<file path="src/rtl/cdp_pkg.sv">
package cdp_pkg;
  localparam int CTRL_W   = 32;
  localparam int LANES    = 4;
  localparam int DATA_W   = 8 * LANES;
  localparam int AD_LSB   = 0;
  localparam int AD_W     = 14;
  localparam int WAY_LSB  = 16;
  localparam int WAY_W    = 3;
  localparam int SZ_LSB   = 20;
  localparam int SZ_W     = 2;
  localparam int DIR_BIT  = 23;
  localparam int GO_BIT   = 24;
  localparam int MOD_BIT  = 13;
  localparam int VREG_BIT = 12;

  typedef enum logic [1:0] {
    PH_IDLE = 2'd0,
    PH_ADDR = 2'd1,
    PH_CAPT = 2'd2
  } cdp_phase_e;

  typedef struct packed {
    logic             wr;
    logic [SZ_W-1:0]  size;
    logic [WAY_W-1:0] way;
    logic [AD_W-1:0]  addr;
  } cdp_cmd_t;
endpackage

</file>
<file path="src/rtl/cdp_regs.sv">
module cdp_regs
  import cdp_pkg::*;
(
  input  logic              clk,
  input  logic              rst_n,
  input  logic              dbg_mode,
  input  logic              reg_wr,
  input  logic              reg_sel,
  input  logic [CTRL_W-1:0] reg_wdata,
  input  logic              done,
  input  logic              cap_en,
  input  logic [CTRL_W-1:0] cap_data,
  output cdp_cmd_t          cmd_q,
  output logic              busy,
  output logic              go,
  output logic [CTRL_W-1:0] data_q,
  output logic [CTRL_W-1:0] reg_rdata
);
  logic              go_q;
  logic              ctrl_hit;
  logic              data_hit;
  logic [CTRL_W-1:0] ctrl_view;
  logic              unused_wbits;

  assign busy     = go_q;
  assign ctrl_hit = reg_wr & ~reg_sel & ~go_q;
  assign data_hit = reg_wr &  reg_sel & ~go_q;
  assign go       = ctrl_hit & reg_wdata[GO_BIT] & dbg_mode;
  assign unused_wbits = ^{reg_wdata[CTRL_W-1:GO_BIT+1], reg_wdata[SZ_LSB+SZ_W],
                          reg_wdata[WAY_LSB+WAY_W], reg_wdata[WAY_LSB-1:AD_W]};

  always_ff @(posedge clk) begin
    if (!rst_n) begin
      cmd_q  <= '0;
      go_q   <= 1'b0;
      data_q <= '0;
    end else begin
      if (ctrl_hit) begin
        cmd_q <= {reg_wdata[DIR_BIT], reg_wdata[SZ_LSB +: SZ_W],
                  reg_wdata[WAY_LSB +: WAY_W], reg_wdata[AD_LSB +: AD_W]};
        go_q  <= go;
      end else if (done) begin
        go_q  <= 1'b0;
      end
      if (cap_en)        data_q <= cap_data;
      else if (data_hit) data_q <= reg_wdata;
    end
  end

  always_comb begin
    ctrl_view                   = '0;
    ctrl_view[AD_LSB +: AD_W]   = cmd_q.addr;
    ctrl_view[WAY_LSB +: WAY_W] = cmd_q.way;
    ctrl_view[SZ_LSB +: SZ_W]   = cmd_q.size;
    ctrl_view[DIR_BIT]          = cmd_q.wr;
    ctrl_view[GO_BIT]           = go_q;
  end

  assign reg_rdata = reg_sel ? data_q : ctrl_view;
endmodule

</file>
<file path="src/rtl/cdp_fsm.sv">
module cdp_fsm
  import cdp_pkg::*;
(
  input  logic clk,
  input  logic rst_n,
  input  logic go,
  output logic arr_en,
  output logic done
);
  cdp_phase_e ph_q, ph_d;

  always_comb begin
    ph_d = ph_q;
    unique case (ph_q)
      PH_IDLE: if (go) ph_d = PH_ADDR;
      PH_ADDR: ph_d = PH_CAPT;
      PH_CAPT: ph_d = PH_IDLE;
      default: ph_d = PH_IDLE;
    endcase
  end

  always_ff @(posedge clk) begin
    if (!rst_n) ph_q <= PH_IDLE;
    else        ph_q <= ph_d;
  end

  assign arr_en = (ph_q == PH_ADDR);
  assign done   = (ph_q == PH_CAPT);
endmodule

</file>
<file path="src/rtl/cdp_walker.sv">
module cdp_walker
  import cdp_pkg::*;
#(
  parameter int WAY_N = 8,
  parameter int IDX_N = 32,
  localparam int IDX_W = $clog2(IDX_N)
) (
  input  logic             clk,
  input  logic             rst_n,
  input  logic             go,
  input  logic             go_wr,
  input  logic [WAY_W-1:0] go_way,
  input  logic [AD_W-1:0]  go_addr,
  output logic [WAY_W-1:0] w_way,
  output logic [IDX_W-1:0] w_idx
);
  localparam int KEY_W = WAY_W + AD_W;

  logic             live_q;
  logic [KEY_W-1:0] key_q;
  logic [KEY_W-1:0] key_d;
  logic             vrd;
  logic             same;
  logic [WAY_W-1:0] nxt_way;
  logic [IDX_W-1:0] nxt_idx;

  assign key_d = {go_way, go_addr};
  assign vrd   = ~go_wr & go_addr[VREG_BIT];
  assign same  = live_q & (key_q == key_d);

  always_comb begin
    if (w_idx == IDX_W'(IDX_N - 1)) begin
      nxt_idx = '0;
      nxt_way = (w_way == WAY_W'(WAY_N - 1)) ? '0 : w_way + 1'b1;
    end else begin
      nxt_idx = w_idx + 1'b1;
      nxt_way = w_way;
    end
  end

  always_ff @(posedge clk) begin
    if (!rst_n) begin
      live_q <= 1'b0;
      key_q  <= '0;
      w_way  <= '0;
      w_idx  <= '0;
    end else if (go) begin
      if (vrd) begin
        live_q <= 1'b1;
        key_q  <= key_d;
        if (same) begin
          w_way <= nxt_way;
          w_idx <= nxt_idx;
        end else begin
          w_way <= go_way;
          w_idx <= go_addr[IDX_W-1:0];
        end
      end else begin
        live_q <= 1'b0;
      end
    end
  end
endmodule

</file>
<file path="src/rtl/cdp_lanes.sv">
module cdp_lanes
  import cdp_pkg::*;
(
  input  logic [SZ_W-1:0]   size,
  output logic [LANES-1:0]  be,
  output logic [DATA_W-1:0] mask
);
  for (genvar i = 0; i < LANES; i++) begin : g_lane
    assign be[i]          = ((SZ_W+1)'(i) <= {1'b0, size});
    assign mask[8*i +: 8] = {8{be[i]}};
  end
endmodule

</file>
<file path="src/rtl/cache_dbg_port.sv">
module cache_dbg_port
  import cdp_pkg::*;
#(
  parameter int WAY_N = 8,
  parameter int IDX_N = 32
) (
  input  logic              clk,
  input  logic              rst_n,
  input  logic              dbg_mode,
  input  logic              reg_wr,
  input  logic              reg_sel,
  input  logic [CTRL_W-1:0] reg_wdata,
  output logic [CTRL_W-1:0] reg_rdata,
  output logic              fetch_block,
  output logic              replace_block,
  output logic              arr_en,
  output logic              arr_we,
  output logic              arr_mod,
  output logic              arr_vsel,
  output logic [WAY_W-1:0]  arr_way,
  output logic [AD_W-1:0]   arr_addr,
  output logic [LANES-1:0]  arr_be,
  output logic [DATA_W-1:0] arr_wdata,
  input  logic [DATA_W-1:0] arr_rdata
);
  localparam int IDX_W = $clog2(IDX_N);

  cdp_cmd_t          cmd_q;
  logic              busy;
  logic              go;
  logic              done;
  logic              cap_en;
  logic              walk;
  logic [CTRL_W-1:0] data_q;
  logic [DATA_W-1:0] mask;
  logic [WAY_W-1:0]  w_way;
  logic [IDX_W-1:0]  w_idx;

  cdp_regs u_regs (
    .clk(clk), .rst_n(rst_n), .dbg_mode(dbg_mode),
    .reg_wr(reg_wr), .reg_sel(reg_sel), .reg_wdata(reg_wdata),
    .done(done), .cap_en(cap_en), .cap_data(arr_rdata & mask),
    .cmd_q(cmd_q), .busy(busy), .go(go), .data_q(data_q), .reg_rdata(reg_rdata)
  );

  cdp_fsm u_fsm (
    .clk(clk), .rst_n(rst_n), .go(go), .arr_en(arr_en), .done(done)
  );

  cdp_walker #(.WAY_N(WAY_N), .IDX_N(IDX_N)) u_walk (
    .clk(clk), .rst_n(rst_n), .go(go),
    .go_wr(reg_wdata[DIR_BIT]),
    .go_way(reg_wdata[WAY_LSB +: WAY_W]),
    .go_addr(reg_wdata[AD_LSB +: AD_W]),
    .w_way(w_way), .w_idx(w_idx)
  );

  cdp_lanes u_lanes (
    .size(cmd_q.size), .be(arr_be), .mask(mask)
  );

  assign cap_en    = done & ~cmd_q.wr;
  assign arr_vsel  = cmd_q.addr[VREG_BIT];
  assign arr_mod   = cmd_q.addr[MOD_BIT];
  assign walk      = arr_vsel & ~cmd_q.wr;
  assign arr_way   = walk ? w_way : cmd_q.way;
  assign arr_addr  = walk ? {cmd_q.addr[AD_W-1:IDX_W], w_idx} : cmd_q.addr;
  assign arr_we    = arr_en & cmd_q.wr;
  assign arr_wdata = data_q & mask;

  assign fetch_block   = dbg_mode | busy;
  assign replace_block = dbg_mode | busy;
endmodule

</file>
<file path="config.mk">
export PLATFORM = sky130hd
export DESIGN_NAME = cache_dbg_port
export DESIGN_NICKNAME = d
export VERILOG_FILES = /design/src/rtl/cdp_pkg.sv /design/src/rtl/cdp_regs.sv /design/src/rtl/cdp_fsm.sv /design/src/rtl/cdp_walker.sv /design/src/rtl/cdp_lanes.sv /design/src/rtl/cache_dbg_port.sv
export SDC_FILE = /design/constraint.sdc
export NUM_CORES = 1
export LEC_CHECK = 0
export CORE_UTILIZATION = 45
export CTS_CLUSTER_DIAMETER = 100
export DETAILED_ROUTE_END_ITERATION = 12
export GPL_ROUTABILITY_DRIVEN = 0
export PLACE_DENSITY = 0.81
export SYNTH_ARGS = -nofsm -noshare
export SYNTH_HDL_FRONTEND = slang
export SYNTH_SLANG_ARGS = --single-unit
</file>
<file path="constraint.sdc">
create_clock -name clk -period 2.49 [get_ports clk]
set_input_delay 0.498 -clock clk [delete_from_list [all_inputs] [get_ports clk]]
set_output_delay 0.498 -clock clk [all_outputs]
set_load 0.05 [all_outputs]
</file>
==> impl_metrics.env, run 1 <==
export IMPL_syn_nets=585
export IMPL_dpl_instance_area_um2=6440
export IMPL_cts_repair_resized=0
export IMPL_synth_top_area_share=0.374
export IMPL_reg2reg_setup_slack_ns=0.56
export IMPL_peakVddDrop_v=0.000345
export IMPL_synth_top_family_by_area="compound AO/OA/AOI/OAI gates"
export IMPL_p_leak_nw=2.80
export IMPL_ys_types=43
export IMPL_postLayoutCellArea_um2=6640
export IMPL_cts_buffers=9
export IMPL_synthCells=512
export IMPL_cap_violations=0
export IMPL_synth_seq_area_share=0.374
export IMPL_ys_warn_count=0
export IMPL_muxShareOfSynthArea=0.145
export IMPL_ios=160
export IMPL_cp_end_kind="primary output"
export IMPL_clock_skew_ns=0.0131
export IMPL_rsz0062_at_grt="no"
export IMPL_coreArea_um2=9280
export IMPL_final_period_utilization=0.953
export IMPL_rr_startpoint="u_walk.key_q[7]"
export IMPL_route_detailed_drc=0
export IMPL_powerDensity_nw_per_um2=478
export IMPL_critical_path_startpoint="reg_sel"
export IMPL_antenna_cells=0
export IMPL_grt_pass1_vias=4226
export IMPL_maxSlewHeadroom=0.188
export IMPL_drive_gt1_frac=0.245
export IMPL_yosysTopAreaCell="dfxtp_1"
export IMPL_synth_compound_area_share=0.184
export IMPL_cts_tree="built"
export IMPL_clockBufferDepth=2
export IMPL_crit_end="reg_rdata[17]"
export IMPL_postCtsHoldBufs=0
export IMPL_synth_flop_cell="dfxtp_1"
export IMPL_status="finished, final reports clean"
export IMPL_synthAdderAreaFrac=0.0115
export IMPL_synth_edff_count=0
export IMPL_htreeDepth=3
export IMPL_max_clock_freq_ghz=0.421
export IMPL_crit_type="input port to primary output"
export IMPL_area_growth_pct=53.0
export IMPL_dpl_cell_count=771
export IMPL_clock_sinks=81
export IMPL_drt_iter0_markers=255
export IMPL_die_y_um=100
export IMPL_netlist_area_um2=4340
export IMPL_drv_slew=0
export IMPL_grt_pass1_wl_um=21300
export IMPL_path_clk_slew_ns=0.07
export IMPL_instances_no_fill=787
export IMPL_grt_ovfl_total=0
export IMPL_hp_class="flop to flop"
export IMPL_required_ns=1.99
export IMPL_setup_tns_ns=0
export IMPL_tightest_slew_ns=1.22
export IMPL_die_x_um=100
export IMPL_drt_wirelength_per_cell_um=17.1
export IMPL_ys_top_cells_by_area="dfxtp_1 (37%), mux2_2 (7.5%), a21oi_1 (7.4%)"
export IMPL_io_buffer_count=158
export IMPL_cts_root_buf="clkbuf_8"
export IMPL_synth_simple_area_share=0.174
export IMPL_crit_fanout=34
export IMPL_layout_nets=726
export IMPL_grt_max_degree=65
export IMPL_cp_start_kind="input port"
export IMPL_setup_violations=0
export IMPL_routed_wl_um=13500
export IMPL_async_flop_share=0
export IMPL_start_util=0.467
export IMPL_final_hold_viol_count=0
export IMPL_antenna_found_initial=0
export IMPL_ff2ff_path_depth=5
export IMPL_ant_nets=0
export IMPL_num_vias=4314
export IMPL_synth_xor_area_frac=0.0323
export IMPL_clock_latency_ns=0.35
export IMPL_rows=35
export IMPL_avgSynthCellArea_um2=8.47
export IMPL_grt_usage=0.269
export IMPL_drtPass1Iterations=5
export IMPL_period_minus_slack_ns=2.37
export IMPL_dp_hpwl_um=9900
export IMPL_dieArea_um2=10000
export IMPL_avgViaCountPerCell=5.48
export IMPL_arrival_ns=1.88
export IMPL_post_cts_setup_buffers=0
export IMPL_r2r_end="u_walk.w_idx[0]"
export IMPL_synth_seq_cells=81
-- metrics by stage --
stage / total power [W] / utilization / hold slack (ns) / worst slack [ns]
after floorplan: 0.00184 / - / 0.406 / 0.245
after global placement: 0.00221 / 0.694 / 0.422 / 0.0399
after detailed placement: 0.00222 / 0.694 / 0.430 / -0.0476
after CTS: 0.00319 / 0.715 / 0.443 / 0.0980
after global routing: 0.00329 / 0.715 / 0.472 / 0.0611
final: 0.00317 / 0.715 / 0.443 / 0.116
-- worst min path at each step --
stage / start / depth (start not counted) / to / slack (ns)
4_1_cts: u_fsm.ph_q[0] / 1 / u_fsm.ph_q[0] / 0.44
3_3_place_gp: u_fsm.ph_q[0] / 1 / u_fsm.ph_q[0] / 0.42
2_1_floorplan: u_fsm.ph_q[0] / 1 / u_fsm.ph_q[0] / 0.41
5_1_grt: u_fsm.ph_q[0] / 1 / u_fsm.ph_q[0] / 0.47
3_5_place_dp: u_fsm.ph_q[0] / 1 / u_fsm.ph_q[0] / 0.43
6_report: u_fsm.ph_q[0] / 1 / u_fsm.ph_q[0] / 0.44
-- where the power goes --
part           total [W]  switching [W]  internal, W
Clock           0.000981       0.000487     0.000494
Combinational   0.000805       0.000429     0.000375
Sequential       0.00139      0.0000429      0.00134
Total            0.00317       0.000959      0.00221
-- layout make-up --
class / count / area, um^2
well taps: 129 / 161
multi-input cells: 360 / 2370
clock inverters: 4 / 51.3
inverters: 9 / 33.8
flip-flops and latches: 81 / 1620
clock buffers: 12 / 145
repair buffers: 192 / 2250
fillers: 716 / 2650
-- sequential cells by signal, indices dropped and copies added, names as in the netlist --
signal	cells
u_walk.w_idx	5
u_regs.cmd_q	20
u_walk.live_q	1
u_regs.data_q	32
u_walk.w_way	3
u_regs.busy	1
u_fsm.ph_q	2
u_walk.key_q	17
-- Yosys cell counts, drive strengths merged (2+ instances only) --
cell type	number
a211oi	31
or2	4
nor4	4
a221oi	4
buf	28
xor2	13
nand2	74
a41oi	2
a31oi	4
and3	11
clkbuf	34
a21oi	64
nand3	6
xnor2	3
o41ai	2
nor2b	2
mux2	29
o21ai	9
mux2i	30
a31o	3
o31ai	4
and2	30
dfxtp	81
inv	9
nor2	14
ha	4
nand2b	3
-- critical path, cell delays in order --
cell and delay (ns):
clkdlybuf4s50_1 0.56, buf_12 0.24, mux2_2 0.41, buf_12 0.16
-- placed cells by master, fill, tap and decap left out, types with 2 or more instances in the layout --
master,count
xnor2_1,3
clkdlybuf4s50_1,89
a31o_2,3
and2_1,30
a21oi_1,64
nand3_1,5
nand2b_1,3
inv_1,7
or2_2,4
a31oi_1,4
buf_4,56
dfxtp_1,81
buf_12,47
a211oi_1,31
a41oi_1,2
nor4_1,2
nor4_2,2
xor2_1,13
a221oi_1,4
ha_1,4
o31ai_1,4
inv_2,2
clkbuf_1,2
o21ai_0,9
and3_1,10
clkbuf_8,10
o41ai_1,2
nor2b_1,2
mux2i_1,30
nor2_1,14
nand2_1,74
mux2_2,29
-- logic make-up after synthesis --
kind of cell / after synthesis
DFF: 81
adders and majority gates: 4
other: 1
and+or+nand+nor: 152
xor gates and xnor gates: 16
muxes: 59
buffers and inverters: 71
AOI/OAI and AO/OA: 128
-- metal layers --
| metal | share of wire | routed length [um] | vias to the layer above | global-route usage |
|---|---|---|---|---|
| met4 | 0.013 | 172 | 0 | 0.0747 |
| li1 | - | - | 2052 | - |
| met1 | 0.41 | 5530 | 2052 | 0.331 |
| met3 | 0.059 | 790 | 20 | 0.0341 |
| met5 | 0 | 0 | - | 0 |
| met2 | 0.52 | 6970 | 190 | 0.490 |
Power figures use the tool's default switching activity.
==> run 2, diff against run 1 <==
- RECOVER_POWER: unset -> 25
- SETUP_SLACK_MARGIN: unset -> 0.3
- SLEW_MARGIN: unset -> 5
==> run 2 against run 1 <==
  * Cell area rose by 0.77%
  * Final cell count is 0.13% higher
  * Critical path depth decreased by 1
  * Via count grew 2.2%
  * Routed wire length rose by 4.2%
  * Clock power up 7%
  * Maximum frequency is 6.3% higher
  * Sequential cell count unchanged
  * Non-clock buffer count is 1 higher
  * Worst hold slack gained 0.0097 ns
  * Clock skew fell by 0.0016 ns
  * Combinational power grew 1%
  * Largest cell class unchanged
  * Highest routed layer unchanged
==> impl_metrics.env, run 2 (synthesis gave the netlist of run 1 again) <==
export IMPL_crit_fanout=28
export IMPL_powerDensity_nw_per_um2=486
export IMPL_cts_tree="built"
export IMPL_drt_wirelength_per_cell_um=17.8
export IMPL_layout_commonest_cell="clkdlybuf4s50_1"
export IMPL_p_leak_nw=2.84
export IMPL_cap_violations=0
export IMPL_io_buffer_count=158
export IMPL_swShare=0.297
export IMPL_rsz0062_at_grt="yes"
export IMPL_max_clock_freq_ghz=0.448
export IMPL_p_sw_w=0.000967
export IMPL_dpl_instance_area_um2=6480
export IMPL_p_total_w=0.00325
export IMPL_holdWs_ns=0.453
export IMPL_r2r_end="u_regs.data_q[6]"
export IMPL_rows=35
export IMPL_dieArea_um2=10000
export IMPL_fillers=698
export IMPL_ant_nets=0
export IMPL_min_path_cells=1
export IMPL_grt_pass1_vias=4358
export IMPL_largest_reg_flops=32
export IMPL_antenna_cells=0
export IMPL_num_vias=4408
export IMPL_htreeDepth=3
export IMPL_clockBufferDepth=2
export IMPL_path_clk_slew_ns=0.08
export IMPL_cp_start_kind="flop"
export IMPL_final_period_utilization=0.897
export IMPL_drv_slew=0
export IMPL_regMostFlops="u_regs.data_q"
export IMPL_clock_latency_ns=0.35
export IMPL_maxSlewHeadroom=0.200
export IMPL_crit_type="flop to primary output"
export IMPL_start_util=0.467
export IMPL_postLayoutCellArea_um2=6690
export IMPL_grt_usage=0.280
export IMPL_arrival_ns=1.73
export IMPL_reg_largest_list="u_regs.data_q (32), u_regs.cmd_q (20), u_walk.key_q (17)"
export IMPL_layout_common_cells="clkdlybuf4s50_1 (84), dfxtp_1 (80), nand2_1 (74), a21oi_1 (64), buf_12 (49)"
export IMPL_clock_sinks=81
export IMPL_critical_path_startpoint="u_regs.cmd_q[18]"
export IMPL_peakVddDrop_v=0.000349
export IMPL_clock_skew_ns=0.0115
export IMPL_grt_ovfl_total=0
export IMPL_drtPass1Iterations=5
export IMPL_setup_violations=0
export IMPL_layout_nets=727
export IMPL_drive_gt1_frac=0.244
export IMPL_crit_end="arr_wdata[27]"
export IMPL_drt_iter0_markers=295
export IMPL_reg2reg_setup_slack_ns=0.54
export IMPL_ios=160
export IMPL_final_hold_viol_count=0
export IMPL_tightest_slew_ns=1.20
export IMPL_antenna_found_initial=0
export IMPL_required_ns=1.99
export IMPL_die_y_um=100
export IMPL_dp_hpwl_um=10100
export IMPL_area_growth_pct=54.2
export IMPL_grt_pass1_wl_um=22000
export IMPL_comb_power_share=0.251
export IMPL_avgViaCountPerCell=5.59
export IMPL_intPower_w=0.00229
export IMPL_rr_startpoint="u_regs.cmd_q[19]"
export IMPL_ff2ff_path_depth=3
export IMPL_hp_class="flop to flop"
export IMPL_cts_root_buf="clkbuf_8"
export IMPL_status="finished, final reports clean"
export IMPL_grt_max_degree=65
export IMPL_route_detailed_drc=0
export IMPL_routed_wl_um=14000
export IMPL_pwr_share_seq=0.426
export IMPL_cts_buffers=9
export IMPL_p_clk_frac=0.323
export IMPL_cp_end_kind="primary output"
export IMPL_coreArea_um2=9280
export IMPL_die_x_um=100
export IMPL_period_minus_slack_ns=2.23
run 2: per-stage QoR:
step                TNS (ns)  cells  utilization  setup slack (ns)
finish                     0    788        0.720             0.257
global placement           0    770        0.698            0.0177
detailed placement   -0.0593    770        0.698           -0.0365
CTS                        0    787        0.723             0.310
global route               0    788        0.720             0.127
floorplan                  0    512            -             0.373
run 2: timing repair:
item,4_1_cts,5_1_grt
gates cloned,1,0
hold endpoints to repair,0,0
buffers inserted,0,1
hold buffers,0,0
pin swaps,0,1
setup endpoints to repair,26,27
resized for setup,8,5
run 2: critical path: stages (launching register included):
cell and delay [ns]:
dfxtp_1 0.34, clkbuf_2 0.41, and3_1 0.22, dlymetal6s2s_1 0.41
run 2: power groups by stage:
stage,clock [W],combinational (W),sequential [W]
after global routing,0.00112,0.000849,0.00139
after detailed placement,0,0.000810,0.00142
final,0.00105,0.000815,0.00139
after floorplan,0,0.000435,0.00140
after CTS,0.00106,0.000818,0.00139
after global placement,0,0.000797,0.00141
run 2: layer usage:
| metal | part of all wire | up-vias | track usage |
|---|---|---|---|
| li1 | - | 2053 | - |
| met1 | 0.39 | 2106 | 0.346 |
| met2 | 0.51 | 225 | 0.501 |
| met3 | 0.083 | 24 | 0.0432 |
| met4 | 0.016 | 0 | 0.0825 |
| met5 | 0 | - | 0 |
run 2: cell type report:
class / instances / area [um^2] / share of cell area
tap: 129 / 161 / 0.0241
timing repair buffer: 193 / 2270 / 0.340
multi-input combinational: 360 / 2380 / 0.356
clock buffer: 11 / 131 / 0.0196
inverter: 9 / 33.8 / 0.00505
sequential: 81 / 1620 / 0.243
clock inverter: 5 / 80.1 / 0.0120
run 2: worst min-delay path by stage:
stage,endpoint,slack [ns],startpoint
detailed placement,u_fsm.ph_q[0],0.43,u_fsm.ph_q[0]
global route,u_fsm.ph_q[0],0.46,u_fsm.ph_q[0]
CTS,u_fsm.ph_q[0],0.44,u_fsm.ph_q[0]
global placement,u_fsm.ph_q[0],0.42,u_fsm.ph_q[0]
floorplan,u_fsm.ph_q[0],0.41,u_fsm.ph_q[0]
finish,u_fsm.ph_q[0],0.45,u_fsm.ph_q[0]
